<file path="config.mk">
export PLATFORM = sky130hd
export DESIGN_NAME = regwin_xlate
export DESIGN_NICKNAME = d
export VERILOG_FILES = /design/src/rtl/regwin_pkg.sv /design/src/rtl/regwin_selreg.sv /design/src/rtl/regwin_decode.sv /design/src/rtl/regwin_xlate.sv
export SDC_FILE = /design/constraint.sdc
export NUM_CORES = 1
export LEC_CHECK = 0
export ABC_CLOCK_PERIOD_IN_PS = 2600
export BUFFER_PORTS_ARGS = -buffer_cell sky130_fd_sc_hd__buf_2
export CORE_UTILIZATION = 42
export CTS_CLUSTER_DIAMETER = 120
export DETAILED_ROUTE_END_ITERATION = 8
export GPL_TIMING_DRIVEN = 0
export HOLD_SLACK_MARGIN = 0.12
export PLACE_DENSITY_LB_ADDON = 0.2
export SYNTH_ARGS = -nofsm -noshare
export SYNTH_HDL_FRONTEND = slang
export SYNTH_HIERARCHICAL = 1
export SYNTH_SLANG_ARGS = --single-unit
</file>
<file path="constraint.sdc">
create_clock -name clk -period 2.6 [get_ports clk]
set_input_delay 0.26 -clock clk [delete_from_list [all_inputs] [get_ports clk]]
set_output_delay 0.26 -clock clk [all_outputs]
set_load 0.01 [all_outputs]
</file>
<file path="src/rtl/regwin_pkg.sv">
package regwin_pkg;
  localparam int DIR_W  = 8;
  localparam int DATA_W = 8;
  localparam int N_SIZES = 3;

  typedef enum logic [1:0] {
    ROUTE_MEM,
    ROUTE_SEL,
    ROUTE_BLOCK
  } route_e;
endpackage

</file>
<file path="src/rtl/regwin_selreg.sv">
module regwin_selreg
  import regwin_pkg::*;
(
  input  logic              clk,
  input  logic              rst_n,
  input  logic              load,
  input  logic [DIR_W-1:0]  din,
  output logic [DIR_W-1:0]  sel_q
);
  always_ff @(posedge clk or negedge rst_n) begin
    if (!rst_n) sel_q <= '0;
    else if (load) sel_q <= din;
  end

  // load captures the write data; R3: otherwise the value holds
  p_sel_load_r2: assert property (@(posedge clk) disable iff (!rst_n)
    load |=> sel_q == $past(din));
  p_sel_hold_r3: assert property (@(posedge clk) disable iff (!rst_n)
    !load |=> $stable(sel_q));
endmodule

</file>
<file path="src/rtl/regwin_decode.sv">
module regwin_decode
  import regwin_pkg::*;
#(
  parameter int ADDR_W = 16,
  parameter logic [ADDR_W-1:0] SEG_BASE = 16'h1800,
  parameter logic [ADDR_W-1:0] PROT_LO  = 16'h1FE0,
  parameter logic [ADDR_W-1:0] PROT_HI  = 16'h1FFF
) (
  input  logic [DIR_W-1:0]  sel,
  input  logic [DIR_W-1:0]  addr,
  output logic              hit,
  output logic              blocked,
  output logic [ADDR_W-1:0] xaddr
);
  logic [N_SIZES-1:0] cls;
  logic [N_SIZES-1:0] inr;
  logic [ADDR_W-1:0]  xl [N_SIZES];

  // k = 0: 128-byte window, k = 1: 64-byte, k = 2: 32-byte
  for (genvar k = 0; k < N_SIZES; k++) begin : g_size
    localparam int OB = 7 - k;   // offset bits inside the window
    localparam int SB = 4 + k;   // segment index bits in the code
    assign cls[k] = (sel[DIR_W-1:SB] == {{(DIR_W-SB-1){1'b0}}, 1'b1});
    assign inr[k] = &addr[DIR_W-1:OB];
    assign xl[k]  = SEG_BASE
                  + ADDR_W'({sel[SB-1:0], {OB{1'b0}}})
                  + ADDR_W'(addr[OB-1:0]);
  end

  always_comb begin
    xaddr = {{(ADDR_W-DIR_W){1'b0}}, addr};
    hit   = 1'b0;
    for (int k = 0; k < N_SIZES; k++) begin
      if (cls[k] && inr[k]) begin
        xaddr = xl[k];
        hit   = 1'b1;
      end
    end
    blocked = hit && (xaddr >= PROT_LO) && (xaddr <= PROT_HI);
  end
endmodule

</file>
<file path="src/rtl/regwin_xlate.sv">
module regwin_xlate
  import regwin_pkg::*;
#(
  parameter int ADDR_W = 16,
  parameter logic [ADDR_W-1:0] SEG_BASE = 16'h1800,
  parameter logic [ADDR_W-1:0] PROT_LO  = 16'h1FE0,
  parameter logic [ADDR_W-1:0] PROT_HI  = 16'h1FFF,
  parameter logic [DIR_W-1:0]  SEL_ADDR = 8'h14
) (
  input  logic              clk,
  input  logic              rst_n,
  input  logic              req_valid,
  output logic              req_ready,
  input  logic              req_write,
  input  logic [DIR_W-1:0]  req_addr,
  input  logic [DATA_W-1:0] req_wdata,
  output logic [DATA_W-1:0] req_rdata,
  output logic              mem_valid,
  input  logic              mem_ready,
  output logic              mem_write,
  output logic [ADDR_W-1:0] mem_addr,
  output logic [DATA_W-1:0] mem_wdata,
  input  logic [DATA_W-1:0] mem_rdata,
  output logic              win_hit,
  output logic              win_blocked,
  output logic              rd_override
);
  logic [DIR_W-1:0]  sel_q;
  logic              dec_hit, dec_blk;
  logic [ADDR_W-1:0] dec_addr;
  route_e            route;
  logic              sel_load;

  regwin_decode #(
    .ADDR_W(ADDR_W), .SEG_BASE(SEG_BASE), .PROT_LO(PROT_LO), .PROT_HI(PROT_HI)
  ) u_dec (
    .sel(sel_q), .addr(req_addr),
    .hit(dec_hit), .blocked(dec_blk), .xaddr(dec_addr)
  );

  always_comb begin
    if (req_addr == SEL_ADDR) route = ROUTE_SEL;
    else if (dec_blk)         route = ROUTE_BLOCK;
    else                      route = ROUTE_MEM;
  end

  assign mem_valid   = req_valid && (route == ROUTE_MEM);
  assign mem_write   = req_write;
  assign mem_addr    = dec_addr;
  assign mem_wdata   = req_wdata;
  assign req_ready   = (route == ROUTE_MEM) ? mem_ready : 1'b1;
  assign rd_override = (route != ROUTE_MEM);
  assign win_hit     = dec_hit;
  assign win_blocked = dec_blk;

  always_comb begin
    unique case (route)
      ROUTE_SEL:   req_rdata = sel_q;
      ROUTE_BLOCK: req_rdata = '1;
      default:     req_rdata = mem_rdata;
    endcase
  end

  assign sel_load = req_valid && req_write && (route == ROUTE_SEL);

  regwin_selreg u_sel (
    .clk(clk), .rst_n(rst_n), .load(sel_load), .din(req_wdata), .sel_q(sel_q)
  );

  // a blocked access never reaches memory and completes at once
  p_blk_nomem_r9: assert property (@(posedge clk) disable iff (!rst_n)
    (req_valid && win_blocked) |-> (!mem_valid && req_ready));
  // forwarded access waits for the memory side
  p_ready_follow_r10: assert property (@(posedge clk) disable iff (!rst_n)
    mem_valid |-> (req_ready == mem_ready));
  // codes below 10H never open a window
  p_off_direct_r4: assert property (@(posedge clk) disable iff (!rst_n)
    (sel_q < 8'h10) |-> !win_hit);
  // special registers and stack pointer go out untranslated
  p_low_direct_r8: assert property (@(posedge clk) disable iff (!rst_n)
    (mem_valid && req_addr < 8'h1A) |-> mem_addr == {{(ADDR_W-DIR_W){1'b0}}, req_addr});
  // the selection register is never forwarded
  p_sel_local_r2: assert property (@(posedge clk) disable iff (!rst_n)
    (req_valid && req_addr == SEL_ADDR) |-> !mem_valid);
endmodule

</file>
# Yosys cells after proc, flatten, opt, wreduce, memory -nomap -nowiden
# Cells that the tools add are included.
[op_classes] n_addsub=6 mul=0 div=0 order_cmp=2 eq_ne=6 n_shift=0 mux=10 n_bitwise=0 n_reduce_logical=12
[op_table] cell="2-to-1 mux 16 bit" n=3
[op_table] cell="adder 13 x 11 -> 14 bit, first input constant" n=3
[op_table] cell="adder 16 x 5 -> 16 bit" n=1
[op_table] cell="adder 16 x 6 -> 16 bit" n=1
[op_table] cell="adder 16 x 7 -> 16 bit" n=1
[op_table] cell="greater-or-equal comparator 16 x 13 -> 1 bit, second input constant" n=1
[op_table] cell="<= comparator 16 x 13 -> 1 bit, second input constant" n=1
[op_table] cell="one-hot mux 8 bit (2 select lines)" n=1
[op_table] cell="== test 8 x 5 -> 1 bit, second input constant" n=1
[op_table] cell="logical AND 1 bit" n=8
[op_table] cell="== test 2 x 1 -> 1 bit, second input constant" n=2
[op_table] cell="== test 4 x 1 -> 1 bit, second input constant" n=1
[op_table] cell="2-to-1 mux 1 bit" n=4
[op_table] cell="2-to-1 mux 2 bit" n=2
[op_table] cell="== test 3 x 1 -> 1 bit, second input constant" n=1
[op_table] cell="AND reduction 3 bit" n=1
[op_table] cell="== test 2 bit, second input constant" n=1
[op_table] cell="logical NOT 2 bit" n=1
[op_table] cell="AND reduction 2 bit" n=1
[op_table] cell="nonzero test 2 bit" n=1
[word_totals] ff_bits=8 latch_bits=0 mem_bits_rw=0 rom_bits=0 in_bits=29 output_inout_bits=38 word_cells=37 memories=0

# Longest topological paths before layout
[logic_depth] depth_word=12 depth_mapped=7 mapped_depth_nobuf=6

# Modules after synthesis
# The synthesis kept the hierarchy.
[by_module_without_submodules] mod="regwin_decode" n_inst=1 cells_per_inst=49 area_per_inst_um2=370.4 seq_area_each_um2=0.0
[by_module_without_submodules] mod="regwin_selreg" n_inst=1 cells_per_inst=17 area_per_inst_um2=331.6 seq_area_each_um2=200.2
[by_module_without_submodules] mod="regwin_xlate" n_inst=1 cells_per_inst=43 area_per_inst_um2=310.3 seq_area_each_um2=0.0

# Least setup slack after synthesis
# Ideal clock, no wire load.
[synth_path] kind="register -> output" from="reg u_sel.sel_q[6]" to="out req_rdata[0]" arrival_time_ns=2.212 t_required_ns=2.340 setup_slack_ns=0.128 stages_incl_launch_ff=8 path_buffers=1 path_cell_list="dfrtp_1 or3b_1 o22ai_2 o2111ai_1 nor4_2 clkbuf_1 nor2_1 mux2i_1"
[synth_via] elab_chain_cells=12 elab_cells_between_ends=21 cone_classes="2 x order compare; 5 x eq/ne; 9 x mux; 5 x reduce/logical"
[synth_lines] element="start, declared" line="regwin_selreg.sv:8" rtl="output logic [DIR_W-1:0] sel_q"
[synth_lines] element="start signal, assigned" line="regwin_selreg.sv:12" rtl="else if (load) sel_q <= din;"
[synth_lines] element="== test 4 x 1 -> 1 bit" line="regwin_decode.sv:23" rtl="assign cls[k] = (sel[DIR_W-1:SB] == {{(DIR_W-SB-1){1'b0}}, 1'b1});"
[synth_lines] element="logical AND 1 bit" line="regwin_decode.sv:34" rtl="if (cls[k] && inr[k]) begin"
[synth_lines] element="2-to-1 mux 16 bit (2 in series)" line="regwin_decode.sv:34"
[synth_lines] element="2-to-1 mux 16 bit *" line="regwin_decode.sv:34"
[synth_lines] element="net mem_addr[11]" line="regwin_xlate.sv:21" rtl="output logic [ADDR_W-1:0] mem_addr,"
[synth_lines] element="greater-or-equal comparator 16 x 13 -> 1 bit" line="regwin_decode.sv:39" rtl="blocked = hit && (xaddr >= PROT_LO) && (xaddr <= PROT_HI);"
[synth_lines] element="logical AND 1 bit" line="regwin_decode.sv:39"
[synth_lines] element="logical AND 1 bit *" line="regwin_decode.sv:39"
[synth_lines] element="net win_blocked" line="regwin_xlate.sv:25" rtl="output logic win_blocked,"
[synth_lines] element="2-to-1 mux 2 bit *" line="regwin_xlate.sv:43" rtl="else if (dec_blk) route = ROUTE_BLOCK;"
[synth_lines] element="2-to-1 mux 2 bit *" line="regwin_xlate.sv:42" rtl="if (req_addr == SEL_ADDR) route = ROUTE_SEL;"
[synth_lines] element="== test 2 bit or == test 2 x 1 -> 1 bit (tied branches)" line="regwin_xlate.sv:57" rtl="unique case (route)"
[synth_lines] element="one-hot mux 8 bit (2 select lines) *" line="regwin_xlate.sv:57"
[synth_lines] element="end, declared" line="regwin_xlate.sv:17" rtl="output logic [DATA_W-1:0] req_rdata,"
# Mark *: on every way through the listed nets, which the timed path passes. The rest lies on a longest branch.

# Worst setup path in the final report
[layout_path] from="reg u_sel.sel_q[7]" to="out req_rdata[0]"
[layout_via] elab_chain_cells=12 elab_cells_between_ends=21 cone_classes="2 x order compare; 5 x eq/ne; 9 x mux; 5 x reduce/logical"
[layout_lines] element="== test 4 x 1 -> 1 bit" line="regwin_decode.sv:23"
[layout_lines] element="logical AND 1 bit" line="regwin_decode.sv:34"
[layout_lines] element="2-to-1 mux 16 bit (3 in series)" line="regwin_decode.sv:34"
[layout_lines] element="greater-or-equal comparator 16 x 13 -> 1 bit" line="regwin_decode.sv:39"
[layout_lines] element="logical AND 1 bit" line="regwin_decode.sv:39"
[layout_lines] element="logical AND 1 bit *" line="regwin_decode.sv:39"
[layout_lines] element="2-to-1 mux 2 bit *" line="regwin_xlate.sv:43"
[layout_lines] element="2-to-1 mux 2 bit *" line="regwin_xlate.sv:42"
[layout_lines] element="== test 2 bit or == test 2 x 1 -> 1 bit (tied branches)" line="regwin_xlate.sv:57"
[layout_lines] element="one-hot mux 8 bit (2 select lines) *" line="regwin_xlate.sv:57"
# Every way passes the cells marked *; elsewhere a longest branch is shown, timed or not.

==> results.ini <==
[worst_hold_path]
min_path_type=primary input to flop

[sta]
worst_slack_ns=-0.0477
grt_setup_unrepaired=yes
post-route-period-util_pct=102
slew_violations=0
max_freq_ghz=0.378
whs_ns=0.252
finalCriticalPeriod_ns=2.65
setup_violations=9
hold_violations=0
skew_ns=0

[worst_setup_path]
r2r-end=u_sel/sel_q[6]$_DFFE_PN0P_
required_ns=2.34
critPathMaxStageDelay_ns=0.46
worstPathCellList=or3b_4 -> o22ai_4 -> o2111ai_2 -> nor4_2 -> buf_4 -> buf_6 -> nor2_4 -> mux2i_1 -> buf_2
startpoint_type=flop
crit_fanout=7
crit_path_end_kind=output port
rrSetupSlack_ns=1.60
slowest_stage=dfrtp_2
path_class=flop to output port
reg2regPathDepth=2
arrival_ns=2.39
cp-endpoint=req_rdata[0]
r2r-start=u_sel/sel_q[6]$_DFFE_PN0P_
crit_start=u_sel/sel_q[7]$_DFFE_PN0P_

[place]
numPortBuffers=63
dp_hpwl_mm=1.88
gp_congestion=0.723
dp_cells=202
dpl_worst_slack_ns=-0.0910

[floorplanning]
core_area_mm2=0.00223
boundaryPins=67
die_h_um=51.1
die_area_mm2=0.00261
die_w_um=51.1
rows=17
initial_core_util_pct=45.3

[global_route]
grt_pass1_vias=846
antenna_found_initial=0
overflow=0
grt_max_degree=11
grt_pass1_wl_mm=3.64
grtUsageTotal_pct=19.2

[layout]
final_cell_count_no_fill=215
drive_gt1_share_pct=72.2
fillers=177
area_growth_syn_to_layout_pct=56.7
largest_reg_flops=8
regArea_um2=204
nets=218
diodes=0
largest_register=u_sel/sel_q
top_regs=u_sel/sel_q: 8 flops
multi_input_area_um2=704

[power_and_ir_drop]
powerDensity_mw_per_mm2=231
leakage_nw=0.879
power.total_uw=366
irDropWorstVdd_v=0.000312

[synthesis]
async_reset_ff_share_pct=100
synthFlopType=dfrtp_1
avgSynthCellArea_um2=9.29
synthCells=109
yosys.area.top_type=dfrtp_1
yosys_warnings=6
synth.top_cell.area_share_pct=19.8
synth-edff-count=0
synthesis.area_mm2=0.00101
synthTopCellsByArea=dfrtp_1 (20%), buf_4 (13%), mux2_4 (12%), mux2i_1 (9.9%), inv_1 (4.8%)
yosysSeqAreaShare_pct=19.8
synth-seq-cells=8
yosysMostFrequentCell=buf_4
synth_cell_type_count=37
synth_commonest_cells=buf_4 (18), inv_1 (13), nor2_1 (11), mux2i_1 (10)

[clocking]
cts_tree=built
cts_sinks=8
cts_buffers=3
cts_root_buf=clkbuf_4
clk_pin_slew_ns=0.05
htreeDepth=1
ctsLongestPathBuffers=2
clk-insertion-delay-late_ns=0.25

[drt]
vias_per_cell=4.80
drt_iter0_drc=18
route.detailed.drc=0
postRouteAntennaNets=0
via_count=1032
drt-wirelength-per-cell_um=12.4
drt-total-wl_mm=2.66
drt_first_pass_iters=4

[run_status]
violations=setup timing
status=complete, but fails checks

[run]
drv_cap=0

## worst min-delay path by stage
stage,start,to,slack [ns],cells after the start
floorplan,rst_n,u_sel/sel_q[0]$_DFFE_PN0P_,-0.04,0
global placement,rst_n,u_sel/sel_q[6]$_DFFE_PN0P_,0.11,1
detailed placement,rst_n,u_sel/sel_q[6]$_DFFE_PN0P_,0.11,1
CTS,req_wdata[4],u_sel/sel_q[4]$_DFFE_PN0P_,0.25,2
global route,req_wdata[5],u_sel/sel_q[5]$_DFFE_PN0P_,0.24,2
finish,req_wdata[4],u_sel/sel_q[4]$_DFFE_PN0P_,0.25,2
## cell families after synthesis
family,synth area share [%]
AO/OA/AOI/OAI,12.0
buffers and inverters,20.8
flip-flops,19.8
multiplexers,21.8
other,0.370
AND/OR/NAND/NOR,25.3
## layout by cell type, fill, tap and decap left out, types with 2 or more instances in the layout
cell type and count:
inv_1 13, nor2_2 4, nor2_1 6, dfrtp_1 5, clkbuf_4 3, and3_2 5, conb_1 3, or3_1 2
mux2_4 8, nor4b_4 3, buf_6 5, nand2_1 3, buf_2 62, buf_4 26, dfrtp_2 3, mux2i_1 10
## critical path: cells and delay by family (launching register included)
family,cells,cell delay [ns]
AND/OR/NAND/NOR,3,0.77
flip-flops,1,0.46
buffers and inverters,3,0.45
AO/OA/AOI/OAI,2,0.30
multiplexers,1,0.15
## layer usage
layer	global-route usage [%]	wire length, µm	vias up	share of wire [%]
met1	23.0	1100	450	41
met4	8.80	43	0	1.6
met5	0	0	-	0
li1	-	-	524	-
met2	31.4	1310	52	49
met3	5.65	203	6	7.6
## area by class of cell
class / count / share of cell area, %
Multi-Input combinational cell: 69 / 44.4
Clock buffer: 3 / 1.42
Sequential cell: 8 / 12.9
Tap cell: 28 / 2.21
Buffer: 21 / 10.6
Inverter: 13 / 3.08
Timing Repair Buffer: 73 / 25.4
## through the flow
| stage | TNS [ns] | cell area [µm²] | util [%] |
|---|---|---|---|
| floorplan | 0 | 1020 | - |
| global placement | -0.0665 | 1370 | 61.3 |
| detailed placement | -0.553 | 1370 | 61.3 |
| CTS | 0 | 1450 | 64.9 |
| global route | -1.57 | 1590 | 71.0 |
| finish | -0.224 | 1590 | 71.0 |
## report_power, final
part	switching (mW)	internal (mW)	total (mW)
sequential	0.00693	0.128	0.135
clock	0.0410	0.0527	0.0937
combinational	0.0624	0.0748	0.137
total	0.110	0.256	0.366
## what timing repair did
item                       CTS  global route
gates resized for setup      7            22
gates cloned                 1             0
setup buffers                2             6
hold endpoints to repair     8             0
hold buffers                 1             0
pin swaps                    2             8
setup endpoints to repair   10            11
Power figures use the tool's default switching activity.
